--- config.mk ---
export PLATFORM = sky130hd
export DESIGN_NAME = fracn_div_ctrl
export DESIGN_NICKNAME = d
export VERILOG_FILES = /design/src/rtl/fdc_pkg.sv /design/src/rtl/fdc_word_cond.sv /design/src/rtl/fdc_frac_acc.sv /design/src/rtl/fdc_mod_counter.sv /design/src/rtl/fracn_div_ctrl.sv
export SDC_FILE = /design/constraint.sdc
export NUM_CORES = 1
export LEC_CHECK = 0
export ABC_AREA = 0
export BUFFER_PORTS_ARGS = -buffer_cell sky130_fd_sc_hd__clkbuf_2
export CAP_MARGIN = 5
export CORE_MARGIN = 10
export CORE_UTILIZATION = 45
export CTS_BUF_LIST = sky130_fd_sc_hd__clkbuf_4 sky130_fd_sc_hd__clkbuf_8
export CTS_CLUSTER_DIAMETER = 80
export CTS_CLUSTER_SIZE = 12
export DETAILED_ROUTE_END_ITERATION = 16
export GPL_ROUTABILITY_DRIVEN = 0
export PLACE_DENSITY = 0.76
export REMOVE_ABC_BUFFERS = 1
export SYNTH_ARGS = -nofsm -noshare
export SYNTH_HDL_FRONTEND = slang
export SYNTH_HIERARCHICAL = 1
export SYNTH_SLANG_ARGS = --single-unit
--- constraint.sdc ---
create_clock -name clk_i -period 5.8 [get_ports clk_i]
set_clock_uncertainty 0.15 [all_clocks]
set_input_delay 0.29 -clock clk_i [delete_from_list [all_inputs] [get_ports clk_i]]
set_output_delay 0.29 -clock clk_i [all_outputs]
set_load 0.01 [all_outputs]
--- src/rtl/fdc_pkg.sv ---
package fdc_pkg;

    // Modulus of the fractional accumulator and width of the fraction word.
    localparam int FRAC_MOD = 223;
    localparam int ACC_W    = 8;
    localparam int SUM_W    = ACC_W + 1;

    // Largest fraction accepted; larger requests are limited to this.
    localparam int FRAC_MAX = FRAC_MOD - 1;

    typedef struct packed {
        logic [ACC_W-1:0] acc;
        logic             sel;
        logic [ACC_W-1:0] q_used;
    } acc_state_t;

endpackage

--- src/rtl/fdc_word_cond.sv ---
module fdc_word_cond
    import fdc_pkg::*;
#(
    parameter int P_W   = 8,
    parameter int P_MIN = 2
) (
    input  logic [P_W-1:0]   p_raw_i,
    input  logic [ACC_W-1:0] q_raw_i,
    output logic [P_W-1:0]   p_eff_o,
    output logic [ACC_W-1:0] q_eff_o
);

    localparam logic [P_W-1:0]   P_FLOOR = P_W'(P_MIN);
    localparam logic [ACC_W-1:0] Q_CEIL  = ACC_W'(FRAC_MAX);

    // integer part below the floor is raised to the floor.
    // fraction at or above the modulus is limited to modulus-1.
    always_comb begin
        p_eff_o = (p_raw_i < P_FLOOR) ? P_FLOOR : p_raw_i;
        q_eff_o = (q_raw_i > Q_CEIL)  ? Q_CEIL  : q_raw_i;
    end

endmodule

--- src/rtl/fdc_frac_acc.sv ---
module fdc_frac_acc
    import fdc_pkg::*;
(
    input  logic             clk_i,
    input  logic             rst_ni,
    input  logic             step_i,
    input  logic [ACC_W-1:0] q_eff_i,
    output logic             carry_next_o,
    output logic [ACC_W-1:0] acc_o,
    output logic             sel_o
);

    localparam logic [SUM_W-1:0] MOD_S = SUM_W'(FRAC_MOD);

    acc_state_t       st_q;
    acc_state_t       st_d;
    logic [SUM_W-1:0] sum;
    logic             wrap;

    // Nine-bit add and compare; the wrap removes one modulus.
    always_comb begin
        sum  = {1'b0, st_q.acc} + {1'b0, q_eff_i};
        wrap = (sum >= MOD_S);
        st_d = st_q;
        if (step_i) begin
            st_d.sel    = wrap;
            st_d.q_used = q_eff_i;
            if (wrap) begin
                st_d.acc = ACC_W'(sum - MOD_S);
            end else begin
                st_d.acc = sum[ACC_W-1:0];
            end
        end
    end

    always_ff @(posedge clk_i) begin
        if (!rst_ni) begin
            st_q <= '0;
        end else begin
            st_q <= st_d;
        end
    end

    assign carry_next_o = wrap;
    assign acc_o        = st_q.acc;
    assign sel_o        = st_q.sel;

    // residue never reaches the modulus.
    a_r8_acc_below_mod: assert property (@(posedge clk_i) disable iff (!rst_ni)
        st_q.acc < ACC_W'(FRAC_MOD));

    // no movement between boundaries.
    a_r8_hold_between: assert property (@(posedge clk_i) disable iff (!rst_ni)
        !step_i |=> ($stable(st_q.acc) && $stable(st_q.sel)));

    // after a step the new residue is below the step added exactly when a wrap occurred.
    a_r2_wrap_consistent: assert property (@(posedge clk_i) disable iff (!rst_ni)
        step_i |=> (st_q.sel == (st_q.acc < st_q.q_used)));

endmodule

--- src/rtl/fdc_mod_counter.sv ---
module fdc_mod_counter #(
    parameter int P_W = 8
) (
    input  logic           clk_i,
    input  logic           rst_ni,
    input  logic [P_W-1:0] p_eff_i,
    input  logic           sel_next_i,
    output logic           tc_o,
    output logic           fb_o
);

    localparam int L_W = P_W + 1;

    typedef struct packed {
        logic [P_W-1:0] cnt;
        logic           fb;
    } cnt_state_t;

    cnt_state_t     st_q;
    cnt_state_t     st_d;
    logic [L_W-1:0] load;
    logic           tc;

    // A division of length N loads N-1 and runs down to zero.
    always_comb begin
        tc   = (st_q.cnt == '0);
        load = {1'b0, p_eff_i} + L_W'(sel_next_i) - L_W'(1);
        st_d.fb = tc;
        if (tc) begin
            st_d.cnt = load[P_W-1:0];
        end else begin
            st_d.cnt = st_q.cnt - P_W'(1);
        end
    end

    always_ff @(posedge clk_i) begin
        if (!rst_ni) begin
            st_q <= '0;
        end else begin
            st_q <= st_d;
        end
    end

    assign tc_o = tc;
    assign fb_o = st_q.fb;

    // between boundaries the count only steps down by one.
    a_r3_countdown: assert property (@(posedge clk_i) disable iff (!rst_ni)
        (st_q.cnt != '0) |=> (st_q.cnt == $past(st_q.cnt) - P_W'(1)));

    // the feedback pulse is a single cycle (length is at least two).
    a_r3_single_pulse: assert property (@(posedge clk_i) disable iff (!rst_ni)
        st_q.fb |=> !st_q.fb);

endmodule

--- src/rtl/fracn_div_ctrl.sv ---
module fracn_div_ctrl
    import fdc_pkg::*;
#(
    parameter int P_W   = 8,
    parameter int P_MIN = 2
) (
    input  logic             clk_i,
    input  logic             rst_ni,
    input  logic [P_W-1:0]   div_int_i,
    input  logic [ACC_W-1:0] div_frac_i,
    output logic             fb_pulse_o,
    output logic             mod_sel_o,
    output logic [ACC_W-1:0] acc_o
);

    logic [P_W-1:0]   p_eff;
    logic [ACC_W-1:0] q_eff;
    logic             tc;
    logic             carry_next;

    fdc_word_cond #(
        .P_W   (P_W),
        .P_MIN (P_MIN)
    ) u_cond (
        .p_raw_i (div_int_i),
        .q_raw_i (div_frac_i),
        .p_eff_o (p_eff),
        .q_eff_o (q_eff)
    );

    fdc_frac_acc u_acc (
        .clk_i        (clk_i),
        .rst_ni       (rst_ni),
        .step_i       (tc),
        .q_eff_i      (q_eff),
        .carry_next_o (carry_next),
        .acc_o        (acc_o),
        .sel_o        (mod_sel_o)
    );

    fdc_mod_counter #(
        .P_W (P_W)
    ) u_cnt (
        .clk_i      (clk_i),
        .rst_ni     (rst_ni),
        .p_eff_i    (p_eff),
        .sel_next_i (carry_next),
        .tc_o       (tc),
        .fb_o       (fb_pulse_o)
    );

    // select and residue move together with the pulse edge.
    a_r7_update_on_pulse: assert property (@(posedge clk_i) disable iff (!rst_ni)
        !fb_pulse_o |-> ($stable(mod_sel_o) && $stable(acc_o)));

endmodule

[Word level (Yosys, flattened, before mapping)]
Cells that the tools add are included.
Cells by class
  magnitude comparators: 3
  reduce and logical (&&, ||, !) cells: 1
  mux-type cells: 4
  add/sub/neg operators: 5
Operators by type and width (count)
  8-bit two-way mux: 4
  8-bit by 1-bit subtractor with 8-bit output, second input constant: 2
  8-bit by 8-bit adder with 9-bit output: 1
  9-bit by 8-bit greater-or-equal comparator with 1-bit output, second input constant: 1
  8-bit by 1-bit adder with 8-bit output: 1
  8-bit > comparator, second input constant: 1
  8-bit logical NOT: 1
  8-bit by 2-bit < comparator with 1-bit output, second input constant: 1
  8-bit subtractor, second input constant: 1
Storage, ports and cells
  output and inout bits: 10
  register bits after elaboration: 18
  logic and storage cells: 17
  bits of input ports: 18

[Logic depth before layout (Yosys ltp)]
Gate-level depths: netlist (run 1).
  depth in word-level cells: 7
  depth in mapped cells: 18
  depth with buffers taken out: 17

[Modules after synthesis]
The synthesis (run 1) kept the hierarchy.
By module, submodules not included
  fdc_frac_acc: cells an instance 110, area an instance 938.4 µm², instances 1, seq. area each 180.2 µm²
  fdc_mod_counter: cells an instance 72, area an instance 630.6 µm², instances 1, seq. area each 180.2 µm²
  fdc_word_cond: cells an instance 22, area an instance 122.6 µm², instances 1, seq. area each 0.0 µm²

[Worst setup path after synthesis (run 1)]
No wires, ideal clock.
  path kind: in2reg
  from: input div_frac_i[4]
  to: register u_cnt/st_q[5] in the netlist's numbering
  setup time: 0.116 ns
  slack: 2.142 ns
  stages on the path: 17
  required time: 5.534 ns
  path buffers: 1
  data arrival time: 3.392 ns
  path through: a41oi_1 > o21a_1 > ha_1 > fa_1 > ha_1 > or2b_2 > a31o_4 > a31oi_2 > buf_4 > inv_1 > inv_1 > ha_1 > ha_1 > nor3b_1 > xnor2_1 > nand2_1 > and3_1
On the way
  longest elaborated chain between the ends: 7
RTL lines
  start: declaration: RTL line fracn_div_ctrl.sv:10  | input logic [ACC_W-1:0] div_frac_i,
  8-bit > comparator: RTL line fdc_word_cond.sv:20  | q_eff_o = (q_raw_i > Q_CEIL) ? Q_CEIL : q_raw_i;
  8-bit two-way mux: RTL line fdc_word_cond.sv:20
  via q_eff[0]: RTL line fracn_div_ctrl.sv:17  | logic [ACC_W-1:0] q_eff;
  8-bit by 8-bit adder with 9-bit output: RTL line fdc_frac_acc.sv:22  | sum = {1'b0, st_q.acc} + {1'b0, q_eff_i};
  9-bit by 8-bit greater-or-equal comparator with 1-bit output: RTL line fdc_frac_acc.sv:23  | wrap = (sum >= MOD_S);
  via carry_next: RTL line fracn_div_ctrl.sv:19  | logic carry_next;
  8-bit by 1-bit adder with 8-bit output: RTL line fdc_mod_counter.sv:27  | load = {1'b0, p_eff_i} + L_W'(sel_next_i) - L_W'(1);
  8-bit by 1-bit subtractor with 8-bit output: RTL line fdc_mod_counter.sv:27
  8-bit two-way mux: RTL line fdc_mod_counter.sv:29  | if (tc) begin
  end signal: assignment: RTL line fdc_mod_counter.sv:40  | st_q <= st_d;
  end: declaration: RTL line fdc_mod_counter.sv:19  | cnt_state_t st_q;
The timed path passes the listed nets, and every way through them passes these cells.
A chain may end at the register's enable or synchronous reset.

[Worst setup path after layout (run 1)]
Same ends and word-level chain as after synthesis.

==> results.txt, run 1 <==
PortBufs = 27
TNS Setup = 0 ns
WL/cell = 14.0 um
Pwr dens = 543 nW/um2
Critical Path RT = 5.80 ns
Hold Path Class = in -> reg
Critical path's slowest cell = fa_1
Clock slew at reported path FFs = 0.07 ns
Share of cells above drive strength 1 = 23.9%
Number of synthesized flops with an enable pin = 0
Ys async rst share = 0%
Post-Layout Cell Count = 270
Top Ports = 28
Met3 Use GR = 1.32%
#FFs+latches synth = 18
CP arrival = 3.86 ns
Netlist area before placement = 1690 um2
Vias in the first global route = 1,447
Yosys cell types = 62
Grt total ovfl = 0
Chip width = 81.3 um
Pre-antenna DRT Iters = 5
Synth warnings = 6
DR vias/cell = 5.56
Antenna diodes = 0
Worst-path fanout max = 12
CTS tree = done
Syn_area_per_cell = 8.29 um2
Final-report max-slew violation count = 0
Core footprint = 3660 um2
RSZ-0062 raised after global routing = false
Max stage delay on crit path = 0.48 ns
Hold depth = 3
Crit path capture type = flop
Slew at the pin with the worst max-slew slack = 0.597 ns
FF+latch area = 360 um2
Worst VDD drop = 0.262 mV
Placement Setup Slack = 1.68 ns
Root Driver = clkbuf_8
Period utilization = 66.7%
Final setup vio count = 0
DRC = 0
Global-route usage over all layers = 11.4%
Post-synthesis cell count = 204
Tmin final = 3.87 ns
Most frequent cells in the layout = clkbuf_2, nand2_1, dfxtp_1
DR vias = 1,500
GRT met2 Usage = 20.1%
Area Overhead vs Synth = 10.4%
Status = finished, final reports clean
Busiest grt layer = met2
Critical path type = in -> reg
Longest Clk Path Bufs = 2
DP HPWL = 3.04 mm
Rel. slew slack = 59.9%
Final #Nets = 257
Clock Latency Late Sink = 0.25 ns
Leading cell type in the layout, fill and taps excluded = clkbuf_2
CTS Sinks = 18
TritonCTS buffer count = 3
DIE HEIGHT = 81.3 um
Worst-case reg-to-reg path depth = 14
Initial Utilization = 46.2%
DP Cell Count = 267
Setup bufs post-CTS = 0
Final worst setup slack = 1.93 ns
Fin. Hold Viols = 0
Global-route wire length before repair = 6.17 mm
CP startpoint kind = primary input
Seq/Total Area, Yosys = 21.3%
Max Clk Rate = 259 MHz
Main synth FF type = dfxtp_1
DIE AREA = 6610 um2
# fillers = 371
Crit-path cells = clkbuf_2, a41oi_1, o21a_1, ha_1, fa_1, ha_1, or2b_2, a31o_4, a31oi_2, inv_1, inv_1, ha_1, ha_1, nor3b_1, xnor2_1, nand2_1, and3_1
Max-cap viol count = 0
Post-CTS Hold Buffers = 0
ANT nets after route = 0
Post-cts resize count = 0
Area occupied by multi-input gates = 1220 um2
# H-tree levels = 1
Initial antenna violation count = 0
CP dominant cell by count = ha_1
Routed WL = 3.77 mm
# rows = 22
DR iter-0 viols = 60
Largest net degree at the start of global routing = 29
Met1 Usage GRT = 13.4%
Static leakage = 0.860 nW
## kinds of logic (layout without fill, tap and decap cells)
family / after synthesis / after routing / synth area share, %
multiplexers: 3 / 3 / 1.78
AO/OA/AOI/OAI: 48 / 48 / 20.7
XOR/XNOR: 14 / 14 / 7.25
AND/OR/NAND/NOR: 83 / 83 / 31.1
adder cells (fa/ha/maj): 15 / 15 / 11.5
flip-flops: 18 / 18 / 21.3
buffers and inverters: 23 / 41 / 6.29
## final timing paths
path	from	end	slack, ns
max	div_frac_i[4]	u_cnt/st_q[5]	1.93
min	div_int_i[7]	u_cnt/st_q[8]	0.25
max reg2reg	u_acc/acc_o[0]	u_cnt/st_q[5]	1.94
min reg2reg	u_acc/sel_o	u_acc/sel_o	0.35
## flip-flops by register name (all words and copies together), names as in the netlist
signal,flops
u_acc/acc_o,8
u_cnt/st_q,8
u_acc/sel_o,1
u_cnt/fb_o,1
## cell type report
cell class                 count  share of cell area, %
tap                           48                   3.22
multi-input combinational    163                   65.6
timing repair buffer          27                   7.23
clock buffer                   3                   2.21
inverter                      11                   2.48
sequential                    18                   19.3
## cells in the mapped netlist (2+ instances only)
library cell / count / area [um2]
nand2_1: 20 / 75.1
dfxtp_1: 18 / 360
ha_1: 14 / 175
a21oi_1: 12 / 60.1
nor2_1: 12 / 45.0
inv_1: 10 / 37.5
clkbuf_1: 8 / 30.0
xnor2_1: 8 / 70.1
o21ai_0: 7 / 35.0
and3_1: 6 / 37.5
nand3_1: 6 / 30.0
xor2_1: 6 / 52.6
nand2b_1: 4 / 25.0
nand3b_1: 4 / 30.0
nand4_1: 4 / 25.0
a21o_1: 3 / 22.5
mux2i_1: 3 / 30.0
nor3b_1: 3 / 22.5
nor3b_2: 3 / 37.5
a211o_1: 2 / 17.5
a211oi_1: 2 / 15.0
a31oi_1: 2 / 12.5
and2_1: 2 / 12.5
buf_2: 2 / 10.0
nand2_4: 2 / 22.5
nor3_1: 2 / 10.0
o211ai_1: 2 / 15.0
o21a_1: 2 / 15.0
o21ai_1: 2 / 10.0
## critical path: cells and delay by family
family / cells / cell delay (ns)
adder cells (fa/ha/maj): 5 / 1.28
AND/OR/NAND/NOR: 4 / 0.86
buffers and inverters: 3 / 0.25
AO/OA/AOI/OAI: 4 / 0.99
XOR/XNOR: 1 / 0.16
## power by group
| group | total [mW] | internal (mW) | switching, mW |
|---|---|---|---|
| Clock | 0.0849 | 0.0460 | 0.0388 |
| Sequential | 0.231 | 0.176 | 0.0550 |
| Combinational | 0.699 | 0.308 | 0.391 |
## routing by layer
metal	share of wire, %	vias up
met5	0	-
met4	0.96	0
met1	47	698
li1	-	768
met2	49	32
met3	3.7	2
## stage by stage
step | cell area [um2] | total power [mW] | util [%] | hold slack [ns]
floorplan | 1630 | 0.780 | - | 0.238
global placement | 1830 | 0.917 | 49.9 | 0.337
detailed placement | 1830 | 0.931 | 49.9 | 0.350
CTS | 1870 | 1.02 | 51.0 | 0.256
global route | 1870 | 1.11 | 51.0 | 0.284
finish | 1870 | 1.01 | 51.0 | 0.250
No activity file was read; power rests on OpenSTA's default activity.
==> run 2, diff against run 1 <==
Settings changed: PLACE_DENSITY 0.76 to 0.79.
Clock period 5.8 ns to 3.42 ns, I/O delays scaled along.
==> results.txt, run 2 (synthesis gave the netlist of run 1 again) <==
GRT met2 Usage = 22.1% (+2.0 points)
Tmin final = 3.22 ns
Leading cell type in the layout, fill and taps excluded = clkbuf_2
Post-CTS Hold Buffers = 0 (unchanged)
Post-Layout Cell Count = 284 (+5.2%)
DR iter-0 viols = 84 (+40%)
Root Driver = clkbuf_8
Worst-path fanout max = 4 (-8)
Hold depth = 3 (unchanged)
Max-cap viol count = 0 (unchanged)
Crit path capture type = flop
CTS tree = done
TritonCTS buffer count = 3 (unchanged)
CP arrival = 3.22 ns (-0.64 ns)
Placement Setup Slack = -0.147 ns (-1.83 ns)
Worst VDD drop = 0.362 mV (+38%)
Largest net degree at the start of global routing = 29 (unchanged)
Global-route usage over all layers = 12.7% (+1.3 points)
Period utilization = 94.1%
Pre-antenna DRT Iters = 4 (-1)
Hold path start = div_int_i[6]
Slew at the pin with the worst max-slew slack = 0.413 ns (-0.184 ns)
Hold Path End = u_cnt/st_q[7]
FF-to-FF Start = u_acc/acc_o[0]
Core footprint = 3660 um2 (unchanged)
Initial Utilization = 46.2% (unchanged)
Vias in the first global route = 1,679 (+16%)
Share of cells above drive strength 1 = 30.9% (+7.1 points)
Chip width = 81.3 um (unchanged)
Initial antenna violation count = 0 (unchanged)
Worst-case reg-to-reg path depth = 14 (unchanged)
WL/cell = 13.7 um (-1.6%)
Pwr dens = 935 nW/um2 (+72%)
Fin. Hold Viols = 0 (unchanged)
Hold Path Class = in -> reg
Setup bufs post-CTS = 0 (unchanged)
Final #Nets = 270 (+5.1%)
CP startpoint kind = flop
# H-tree levels = 1 (unchanged)
DR vias/cell = 5.45 (-1.9%)
Static leakage = 0.935 nW (+8.8%)
RSZ-0062 raised after global routing = false
Clock slew at reported path FFs = 0.08 ns (about the same)
PortBufs = 27 (unchanged)
Area Overhead vs Synth = 18.8%
Antenna diodes = 0 (unchanged)
Met3 Use GR = 1.77% (+0.44 points)
Busiest grt layer = met2
Most frequent cells in the layout = clkbuf_2, nand2_1, dfxtp_1
Global-route wire length before repair = 7.00 mm (+13%)
DIE HEIGHT = 81.3 um (unchanged)
Clock Latency Late Sink = 0.25 ns (about the same)
DP Cell Count = 280 (+4.9%)
DRC = 0 (unchanged)
RR Endpoint = u_cnt/st_q[5]
# fillers = 352 (-5.1%)
Critical path type = reg -> reg
Met1 Usage GRT = 15.0% (+1.5 points)
# rows = 22 (unchanged)
Routed WL = 3.90 mm (+3.5%)
Critical Path RT = 3.42 ns (-2.38 ns)
Grt total ovfl = 0 (unchanged)
ANT nets after route = 0 (unchanged)
Max Clk Rate = 311 MHz
DP HPWL = 3.06 mm (+0.77%)
DR vias = 1,548 (+3.2%)
CTS Sinks = 18 (unchanged)
Final-report max-slew violation count = 0 (unchanged)
Final setup vio count = 0 (unchanged)
DIE AREA = 6610 um2 (unchanged)
Reg2reg setup slack = 0.20 ns (-1.74 ns)
Status = finished, final reports clean
Rel. slew slack = 72.5% (+13 points)
Top Ports = 28 (unchanged)
Longest Clk Path Bufs = 2 (unchanged)
Final worst setup slack = 0.201 ns (-1.73 ns)
-- run 2: worst max-delay path: stages (launching register included) --
cell and delay, ns:
dfxtp_2 0.35, ha_2 0.19, fa_2 0.46, ha_1 0.22, or2b_2 0.30, a31o_4 0.24
a31oi_2 0.14, inv_1 0.05, inv_1 0.07, ha_1 0.15, ha_1 0.17, nor3b_4 0.21
xnor2_1 0.15, nand2_1 0.07, and3_1 0.17
-- run 2: worst max path at each step --
| stage | start | endpoint | slack (ns) |
|---|---|---|---|
| after detailed placement | div_frac_i[4] | u_cnt/st_q[5] | -0.15 |
| after CTS | u_acc/acc_o[0] | u_cnt/st_q[5] | 0.003 |
| after global routing | div_frac_i[4] | u_cnt/st_q[5] | 0.03 |
| after global placement | div_frac_i[4] | u_cnt/st_q[5] | -0.06 |
| after floorplan | div_frac_i[4] | u_cnt/st_q[5] | -0.21 |
| final | u_acc/acc_o[0] | u_cnt/st_q[5] | 0.20 |
-- run 2: layer usage --
metal	share of wire, %	wire [um]	up-vias
li1	-	-	793
met1	47	1830	721
met2	47	1820	30
met3	4.9	190	4
met4	1.6	62	0
met5	0	0	-
-- run 2: metrics by stage --
| stage | instance area [um2] | hold WS [ns] | total power [mW] | util (%) | TNS [ns] |
|---|---|---|---|---|---|
| after floorplan | 1630 | 0.119 | 1.32 | - | -0.570 |
| after global placement | 1920 | 0.332 | 1.65 | 52.6 | -0.167 |
| after detailed placement | 1920 | 0.333 | 1.68 | 52.6 | -0.459 |
| after CTS | 1980 | 0.101 | 1.87 | 54.1 | 0 |
| after global routing | 2010 | 0.129 | 2.07 | 54.9 | 0 |
| final | 2010 | 0.102 | 1.88 | 54.9 | 0 |
-- run 2: power by group --
part | switching [mW] | total, mW | internal, mW
Clock | 0.0756 | 0.178 | 0.102
Combinational | 0.690 | 1.31 | 0.617
Sequential | 0.0953 | 0.395 | 0.299
-- run 2: final cells by class --
type                       count  area (um2)  share of cell area [%]
clock buffer                   4        55.1                    2.74
tap                           48        60.1                    2.99
inverter                      11        46.3                    2.30
timing repair buffer          40         233                    11.6
multi-input combinational    163        1250                    62.4
sequential                    18         362                    18.0
-- run 2: timing repair --
action	CTS	global route
gates resized for setup	0	7
setup endpoints to repair	0	6
endpoints found under the hold margin	0	0
==> run 3, diff against run 2 <==
Settings changed: GPL_ROUTABILITY_DRIVEN 0 to not set, RECOVER_POWER set to 50, SLEW_MARGIN set to 40.
==> results.txt, run 3 (synthesis gave the netlist of run 1 again) <==
Status = finished, final reports clean
Chip width = 81.3 um (unchanged)
Initial Utilization = 46.2% (unchanged)
Crit path capture type = flop
DRC = 0 (unchanged)
Final worst setup slack = 0.167 ns (-0.0343 ns)
Placer Congestion = 0.863
Global-route wire length before repair = 7.00 mm (unchanged)
CP arrival = 3.25 ns (+0.03 ns)
Rel. slew slack = 72.6% (+0.12 points)
Top Ports = 28 (unchanged)
Setup bufs post-CTS = 0 (unchanged)
Placement Setup Slack = -0.147 ns (unchanged)
TritonCTS buffer count = 3 (unchanged)
Period utilization = 95.1% (+1.0 points)
Critical path type = reg -> reg
WL/cell = 13.7 um (-0.10%)
Antenna diodes = 0 (unchanged)
Routed WL = 3.90 mm (-0.10%)
CTS Sinks = 18 (unchanged)
Reg2reg setup slack = 0.17 ns (-0.03 ns)
# rows = 22 (unchanged)
Worst VDD drop = 0.358 mV (-1.0%)
Longest Clk Path Bufs = 2 (unchanged)
Area after DPL = 1920 um2 (unchanged)
Hold Path Class = in -> reg
Vias in the first global route = 1,679 (unchanged)
Tmin final = 3.25 ns (+0.0343 ns)
Largest net degree at the start of global routing = 29 (unchanged)
Worst-path fanout max = 4 (unchanged)
Final-report max-slew violation count = 0 (unchanged)
Area Overhead vs Synth = 17.4%
Clock Latency Late Sink = 0.26 ns (about the same)
Fin. Hold Viols = 0 (unchanged)
Hold slack = 0.0996 ns (-0.00197 ns)
Clock slew at reported path FFs = 0.08 ns (about the same)
Global-route usage over all layers = 12.7% (unchanged)
Grt total ovfl = 0 (unchanged)
CTS tree = done
Final setup vio count = 0 (unchanged)
Static leakage = 0.905 nW (-3.2%)
ANT nets after route = 0 (unchanged)
Slew at the pin with the worst max-slew slack = 0.411 ns (-0.00180 ns)
Initial antenna violation count = 0 (unchanged)
DP Cell Count = 280 (unchanged)
Critical Path RT = 3.42 ns (about the same)
Root Driver = clkbuf_8
Max Clk Rate = 307 MHz (-1.1%)
Final #Nets = 270 (unchanged)
DIE AREA = 6610 um2 (unchanged)
Leading cell type in the layout, fill and taps excluded = nand2_1
Post-Layout Cell Count = 284 (unchanged)
Most frequent cells in the layout = nand2_1, clkbuf_2, dfxtp_1
Pwr dens = 935 nW/um2 (about the same)
Non-Filler Cell Area, Final = 1990 um2 (-1.2%)
Core footprint = 3660 um2 (unchanged)
DIE HEIGHT = 81.3 um (unchanged)
CP startpoint kind = flop
PortBufs = 27 (unchanged)
Post-cts resize count = 0 (unchanged)
DR iter-0 viols = 81 (-3.6%)
Share of cells above drive strength 1 = 25.8% (-5.1 points)
DR vias = 1,557 (+0.58%)
# H-tree levels = 1 (unchanged)
DR vias/cell = 5.48 (+0.58%)
Pre-antenna DRT Iters = 4 (unchanged)
RSZ-0062 raised after global routing = false
Max-cap viol count = 0 (unchanged)
DP HPWL = 3.06 mm (unchanged)
Post-CTS Hold Buffers = 0 (unchanged)
[run 3: cell count changes in the layout (fill, tap and decap cells not counted)]
cell / previous run / this run
xor2_1: 5 / 6
fa_1: 0 / 1
xor2_2: 1 / 0
fa_2: 1 / 0
clkbuf_1: 0 / 9
nor2_1: 12 / 13
clkbuf_2: 27 / 18
nor2_2: 1 / 0
[run 3: layout make-up]
type                            count  area (um2)
Clock buffer                        4        55.1
Sequential cell                    18         362
Fill cell                         361        1680
Multi-Input combinational cell    163        1240
Tap cell                           48        60.1
Inverter                           11        46.3
Timing Repair Buffer               40         221
[run 3: power breakdown]
| group | internal (mW) | leakage [nW] | switching, mW |
|---|---|---|---|
| registers | 0.299 | 0.149 | 0.0945 |
| clock network | 0.102 | 0.0288 | 0.0781 |
| logic | 0.599 | 0.728 | 0.683 |
| total | 1.00 | 0.905 | 0.855 |
[run 3: worst max-delay path, cell delays in order (launching register included)]
cell     delay (ns)
dfxtp_2        0.34
ha_2           0.19
fa_1           0.50
ha_1           0.23
or2b_2         0.30
a31o_4         0.24
a31oi_2        0.14
inv_1          0.05
inv_1          0.07
ha_1           0.15
ha_1           0.17
nor3b_4        0.21
xnor2_1        0.15
nand2_1        0.07
and3_1         0.17
[run 3: final timing paths]
kind,start,end,depth (start not counted)
setup / recovery,u_acc/acc_o[0],u_cnt/st_q[5],14
hold / removal,div_int_i[6],u_cnt/st_q[7],3
setup reg to reg,u_acc/acc_o[0],u_cnt/st_q[5],14
hold reg to reg,u_acc/sel_o,u_acc/sel_o,2
[run 3: layer usage]
layer / up-vias / wire length [um] / GRT usage (%)
met5: - / 0 / 0
li1: 795 / - / -
met3: 4 / 174 / 1.77
met4: 0 / 62 / 5.88
met1: 730 / 1830 / 15.0
met2: 28 / 1830 / 22.1
[run 3: stage by stage]
step                util (%)  setup TNS, ns  total power [mW]
detailed placement      52.6         -0.459              1.68
floorplan                  -         -0.570              1.32
CTS                     54.1              0              1.87
global placement        52.6         -0.167              1.65
finish                  54.2              0              1.86
global route            54.2              0              2.04
